$ cat config.mk
export PLATFORM = sky130hd
export DESIGN_NAME = tcm_region_decoder
export DESIGN_NICKNAME = d
export VERILOG_FILES = /design/src/rtl/tcmdec_pkg.sv /design/src/rtl/tcmdec_ctrl.sv /design/src/rtl/tcmdec_datapath.sv /design/src/rtl/tcm_region_decoder.sv
export SDC_FILE = /design/constraint.sdc
export NUM_CORES = 1
export LEC_CHECK = 0
export ABC_AREA = 1
export BUFFER_PORTS_ARGS = -buffer_cell sky130_fd_sc_hd__buf_4
export CAP_MARGIN = 15
export CORE_UTILIZATION = 35
export DETAILED_ROUTE_END_ITERATION = 8
export PLACE_DENSITY = 0.65
export SYNTH_ARGS = -nofsm -noshare
export SYNTH_HDL_FRONTEND = slang
export SYNTH_SLANG_ARGS = --single-unit
$ cat constraint.sdc
create_clock -name clk -period 3.04 [get_ports clk]
set_input_delay 0.304 -clock clk [delete_from_list [all_inputs] [get_ports clk]]
set_output_delay 0.304 -clock clk [all_outputs]
set_load 0.01 [all_outputs]
$ cat src/rtl/tcmdec_pkg.sv
package tcmdec_pkg;
  localparam int REG_W      = 32;
  localparam int ADDR_W     = 32;
  localparam int BASE_LSB   = 12;
  localparam int WIN_BITS   = 16;
  localparam int STAT_I_BIT = 0;
  localparam int STAT_D_BIT = 16;
  localparam logic [REG_W-1:0] WR_KEEP_MASK = 32'hFFFF_F03D;

  localparam logic [1:0] REG_STATUS  = 2'd0;
  localparam logic [1:0] REG_IREGION = 2'd1;
  localparam logic [1:0] REG_DREGION = 2'd2;

  typedef enum logic [1:0] {
    BANK_RAM0 = 2'd0,
    BANK_RAM1 = 2'd1,
    BANK_ROM  = 2'd2,
    BANK_RSVD = 2'd3
  } bank_e;

  typedef struct packed {
    logic       wrIRegion;
    logic       wrDRegion;
    logic [1:0] rdSel;
  } regStrobes_t;

  function automatic logic sizeCodeValid(input logic [3:0] code);
    return (code >= 4'd3) && (code <= 4'd11);
  endfunction

  function automatic logic [4:0] sizeLog2(input logic [3:0] code);
    return {1'b0, code} + 5'd9;
  endfunction
endpackage

$ cat src/rtl/tcmdec_ctrl.sv
module tcmdec_ctrl
  import tcmdec_pkg::*;
(
  input  logic        regWrEn,
  input  logic [1:0]  regAddr,
  output regStrobes_t strobes
);
  always_comb begin
    strobes.wrIRegion = regWrEn && (regAddr == REG_IREGION);
    strobes.wrDRegion = regWrEn && (regAddr == REG_DREGION);
    strobes.rdSel     = regAddr;
  end
endmodule

$ cat src/rtl/tcmdec_datapath.sv
module tcmdec_datapath
  import tcmdec_pkg::*;
#(
  parameter int               DATA_W  = 32,
  parameter logic [REG_W-1:0] I_RESET = 32'h0000_0018,
  parameter logic [REG_W-1:0] D_RESET = 32'h0001_0018
) (
  input  logic                         clk,
  input  logic                         rstN,
  input  regStrobes_t                  strobes,
  input  logic [REG_W-1:0]             regWrData,
  output logic [REG_W-1:0]             regRdData,
  input  logic [1:0][ADDR_W-1:0]       reqAddr,
  input  logic [1:0][DATA_W-1:0]       memData,
  output logic [1:0]                   hitO,
  output logic [1:0][1:0]              bankO,
  output logic [1:0]                   errO,
  output logic [1:0][DATA_W-1:0]       rdDataO
);
  localparam int NSIDE = 2;

  logic [NSIDE-1:0][REG_W-1:0] regionQ;
  logic [NSIDE-1:0]            wrVec;
  logic [NSIDE-1:0]            present;

  assign wrVec = {strobes.wrDRegion, strobes.wrIRegion};

  always_ff @(posedge clk) begin
    if (!rstN) begin
      regionQ[0] <= I_RESET;
      regionQ[1] <= D_RESET;
    end else begin
      for (int s = 0; s < NSIDE; s++)
        if (wrVec[s]) regionQ[s] <= regWrData & WR_KEEP_MASK;
    end
  end

  for (genvar s = 0; s < NSIDE; s++) begin : g_side
    logic [3:0]        sizeCode;
    logic [ADDR_W-1:0] upperMask;
    logic [ADDR_W-1:0] offset;
    bank_e             bankRaw;

    assign sizeCode   = regionQ[s][5:2];
    assign present[s] = regionQ[s][0] && sizeCodeValid(sizeCode);
    assign upperMask  = {ADDR_W{1'b1}} << sizeLog2(sizeCode);
    assign offset     = reqAddr[s] & ~upperMask;

    always_comb begin
      if (|offset[ADDR_W-1:WIN_BITS]) bankRaw = BANK_RSVD;
      else begin
        unique case (offset[WIN_BITS-1:13])
          3'd0, 3'd1: bankRaw = BANK_RAM0;
          3'd2, 3'd3: bankRaw = BANK_RAM1;
          3'd4:       bankRaw = BANK_ROM;
          default:    bankRaw = BANK_RSVD;
        endcase
      end
    end

    assign hitO[s]    = present[s] && ((reqAddr[s] & upperMask) == (regionQ[s] & upperMask));
    assign bankO[s]   = hitO[s] ? bankRaw : BANK_RAM0;
    assign errO[s]    = hitO[s] && (bankRaw == BANK_RSVD);
    assign rdDataO[s] = (hitO[s] && !errO[s]) ? memData[s] : '0;


    reg_write_chk: assert property (@(posedge clk) disable iff (!rstN)
      wrVec[s] |=> (regionQ[s][31:BASE_LSB] == $past(regWrData[31:BASE_LSB]))
                   && (regionQ[s][11:6] == 6'd0) && !regionQ[s][1]);

    reg_hold_chk: assert property (@(posedge clk) disable iff (!rstN)
      !wrVec[s] |=> $stable(regionQ[s]));

    rsvd_code_miss_chk: assert property (@(posedge clk) disable iff (!rstN)
      !sizeCodeValid(regionQ[s][5:2]) |-> !hitO[s]);

    err_zero_data_chk: assert property (@(posedge clk) disable iff (!rstN)
      errO[s] |-> (rdDataO[s] == '0) && (bankO[s] == 2'd3));

    miss_zero_data_chk: assert property (@(posedge clk) disable iff (!rstN)
      !hitO[s] |-> (rdDataO[s] == '0) && !errO[s]);
  end

  always_comb begin
    regRdData = '0;
    unique case (strobes.rdSel)
      REG_STATUS: begin
        regRdData[STAT_I_BIT] = present[0];
        regRdData[STAT_D_BIT] = present[1];
      end
      REG_IREGION: regRdData = regionQ[0];
      REG_DREGION: regRdData = regionQ[1];
      default:     regRdData = '0;
    endcase
  end


  status_bits_chk: assert property (@(posedge clk) disable iff (!rstN)
    (strobes.rdSel == REG_STATUS) |->
      ((regRdData & ~((32'd1 << STAT_D_BIT) | (32'd1 << STAT_I_BIT))) == '0));
endmodule

$ cat src/rtl/tcm_region_decoder.sv
module tcm_region_decoder
  import tcmdec_pkg::*;
#(
  parameter int DATA_W = 32
) (
  input  logic              clk,
  input  logic              rstN,
  input  logic              regWrEn,
  input  logic [1:0]        regAddr,
  input  logic [31:0]       regWrData,
  output logic [31:0]       regRdData,
  input  logic [31:0]       iAddr,
  input  logic [DATA_W-1:0] iMemData,
  output logic              iHit,
  output logic [1:0]        iBank,
  output logic              iErr,
  output logic [DATA_W-1:0] iRdData,
  input  logic [31:0]       dAddr,
  input  logic [DATA_W-1:0] dMemData,
  output logic              dHit,
  output logic [1:0]        dBank,
  output logic              dErr,
  output logic [DATA_W-1:0] dRdData
);
  regStrobes_t           strobes;
  logic [1:0]            hitV;
  logic [1:0]            errV;
  logic [1:0][1:0]       bankV;
  logic [1:0][DATA_W-1:0] rdV;

  tcmdec_ctrl ctrl_i (
    .regWrEn (regWrEn),
    .regAddr (regAddr),
    .strobes (strobes)
  );

  tcmdec_datapath #(.DATA_W(DATA_W)) dp_i (
    .clk       (clk),
    .rstN      (rstN),
    .strobes   (strobes),
    .regWrData (regWrData),
    .regRdData (regRdData),
    .reqAddr   ({dAddr, iAddr}),
    .memData   ({dMemData, iMemData}),
    .hitO      (hitV),
    .bankO     (bankV),
    .errO      (errV),
    .rdDataO   (rdV)
  );

  assign iHit    = hitV[0];
  assign iBank   = bankV[0];
  assign iErr    = errV[0];
  assign iRdData = rdV[0];
  assign dHit    = hitV[1];
  assign dBank   = bankV[1];
  assign dErr    = errV[1];
  assign dRdData = rdV[1];
endmodule

==> metrics <==
result of the run=completed; Detailed Routing Iterations Pass 1=6; CTS Hold Buffers Added=0; part of the Yosys area used for sequential elements=20.37%; most frequent standard cell in the layout excluding fill and tap cells=sky130_fd_sc_hd__buf_4; required time of the worst setup path=2.74 ns; Post-DP Area=6938 um2; type of the tightest min-delay check=in -> reg; Worst Max-Slew Pin Slew=0.7982 ns; Static Leak=3.963 nW; last weighted congestion value of the routability-driven placer=0.9347; initial standard-cell utilization of the core=36.53%; share of layout cells above drive strength 1=34.74%; worst slack at placement=0.04274 ns; CTS Root Buffer Type=sky130_fd_sc_hd__clkbuf_16; highest-count cells in the layout ignoring fill and taps=sky130_fd_sc_hd__buf_4 (274), sky130_fd_sc_hd__nand2_1 (195), sky130_fd_sc_hd__nor2_1 (137); clock insertion delay at the later pin of the skew report=0.29 ns; endpoints failing hold=0; Synth Area per Inst=5.893 um2; Final Slew Violations=0; synthesized flop and latch total=50; share of Yosys cell area claimed by the top area cell type=20.37%; Sequential Area=1007 um2; global-route wire length before repair=28.77 mm; post-detailed-routing wire length=19.04 mm; Clk pin slew, worst setup/hold paths=0.07 ns; detail-routed net length per standard cell=15.06 um; min-delay src=regWrData[4]; clock net sink count=50; Max Fclk=339.1 MHz; Total Nets Final=1264; IO Count=269; Setup crit end kind=output port; placed cells=1242; Post-Synthesis Cells=834; setup repair after global routing missed its margin=true; final non-filler cell total=1264; maximum buffer depth of the clock tree=2; number of enable flip-flop cells after synthesis=0; dominant synthesized flop cell=sky130_fd_sc_hd__dfxtp_1; post-route design area=7532 um2; remaining design rule violation count=0; total buffers and inverters traversed by the critical path=5; final core utilization=55.99%; worst setup slack after layout=0.09125 ns; arrival time worst endpoint=2.64 ns; antenna diode count=0; clock tree from TritonCTS=done; die extent in x=120.5 um; synthesized cell area=4915 um2; element type at the critical path start=flip-flop; slowest library cell on the worst path=sky130_fd_sc_hd__dfxtp_2; detailed-route vias per instance=4.780; aggregate global-route resource usage=25.32%; grt total ovfl=0; launch instance of the worst register-to-register path=dp_i.g_side[0].sizeCode[2]; final critical delay including setup and external delays=2.949 ns; largest net degree at the start of global routing=51; class of the most critical setup path=reg -> out; cell types occupying the most area after synthesis=sky130_fd_sc_hd__dfxtp_1 (20%), sky130_fd_sc_hd__nand2_1 (15%), sky130_fd_sc_hd__nor2_1 (11%); via count of the first global-routing pass=5549; Row Count=42; Crit path max-delay family=simple AND/OR/NAND/NOR gates; cell type with the highest aggregate area in the netlist=sky130_fd_sc_hd__dfxtp_1; Die ar.=14520 um2; total vias in the final route=6042; filler cell count in the final layout=1395; Die Height=120.5 um; initial antenna violation count=0; core box area=13450 um2; Synth Warn #=0; area occupied by multi-input gates=3546 um2; Critical Path Fanout Max=7; setup skew after layout=0 ns; sum of negative setup slack=0 ns; H-tree depth reported by CTS=2; estimated wirelength of the detail-placed design=14.60 mm; number of buffers added by the clock tree synthesis step=5; Max-cap violations=0; power density cells=320.5 nW/um2; Slew HR=46.73%; crit-path max cell delay=0.33 ns; cell chain of the critical path=ha_2 -> inv_1 -> ha_4 -> buf_6 -> nand2_2 -> inv_2 -> nand3_2 -> nand3_1 -> nand2_1 -> nor2_1 -> nand2_1 -> nor2_4 -> buf_12 -> o21ai_4 -> nor3_4 -> buf_6; Initial DRC Count=403; Detail Route Antenna Nets=0; number of setup violations in the final report=0; Final Cycle Share=97.00%; count of port buffers added during placement=254; count of different cell masters after synthesis=34; origin of the worst setup path=dp_i.g_side[0].sizeCode[1]; synth-to-layout area growth=53.26%; async set or reset register ratio after synthesis=0%; maximum resistive drop on vdd=0.2879 mV
cell usage after synthesis (3+ instances only):
library cell and count:
sky130_fd_sc_hd__a21oi_1 32, sky130_fd_sc_hd__buf_1 3, sky130_fd_sc_hd__buf_2 8, sky130_fd_sc_hd__buf_4 9, sky130_fd_sc_hd__buf_6 7, sky130_fd_sc_hd__clkbuf_1 19, sky130_fd_sc_hd__dfxtp_1 50, sky130_fd_sc_hd__ha_1 12
sky130_fd_sc_hd__inv_1 112, sky130_fd_sc_hd__nand2_1 201, sky130_fd_sc_hd__nand2_2 6, sky130_fd_sc_hd__nand3_1 57, sky130_fd_sc_hd__nand4_1 13, sky130_fd_sc_hd__nor2_1 149, sky130_fd_sc_hd__nor2_4 3, sky130_fd_sc_hd__nor3_1 3
sky130_fd_sc_hd__nor3_2 30, sky130_fd_sc_hd__o21ai_0 51, sky130_fd_sc_hd__o21ai_1 4, sky130_fd_sc_hd__xnor2_1 4, sky130_fd_sc_hd__xor2_1 43
cell type report:
class | count | share of cell area (%)
clock buffers | 5 | 1.661
well taps | 176 | 2.924
flip-flops and latches | 50 | 13.37
multi-input cells | 637 | 47.08
clock inverters | 3 | 0.9136
inverters | 114 | 5.714
repair buffers | 279 | 28.34
timing repair:
action                     4_1_cts  5_1_grt
gates resized for setup         18       41
pin swaps                        4       10
setup endpoints to repair       69       70
gates cloned                     6        1
buffers inserted                 5        2
final timing paths:
path,end,slack [ns],depth (start not counted)
min reg2reg,dp_i.regionQ[25],0.50,2
min,dp_i.g_side[1].sizeCode[2],0.23,3
max,iRdData[0],0.09,16
max reg2reg,dp_i.g_side[0].sizeCode[2],2.14,3
through the flow:
step	total power, mW	hold WS [ns]
after detailed placement	1.533	0.4884
after CTS	2.359	0.2263
after global routing	2.538	0.2350
final	2.414	0.2251
after floorplan	1.233	0.4172
after global placement	1.531	0.4809
flip-flops by register name, indices dropped and copies added (netlist names):
signal and count:
dp_i.g_side.sizeCode 8, dp_i.regionQ 42
report_power, final:
group | switching, mW | total, mW | internal [mW]
logic | 0.557 | 0.957 | 0.400
clock network | 0.255 | 0.728 | 0.473
registers | 0.0390 | 0.729 | 0.690
tightest hold or removal path, delay by kind of cell:
family	cells	cell delay [ns]
buffers and inverters	1	0.08
and+or+nand+nor	2	0.09
cell families (layout without fill, tap and decap cells):
group | after synthesis | count (layout) | synth area share [%]
compound gates | 97 | 101 | 10.72
xor+xnor | 47 | 47 | 8.376
fa+ha+maj | 12 | 12 | 3.055
buf+inv | 160 | 401 | 14.18
flops | 50 | 50 | 20.37
other cells | 1 | 7 | 0.07630
simple gates | 467 | 470 | 43.23
per-layer routing:
metal	vias up	GRT usage [%]	part of all wire, %
met5	-	0	0
met4	0	6.250	1.9
met3	25	2.972	5.3
met2	200	41.56	47
met1	2715	35.12	46
li1	3102	-	-
(Power assumes the default switching activity.)
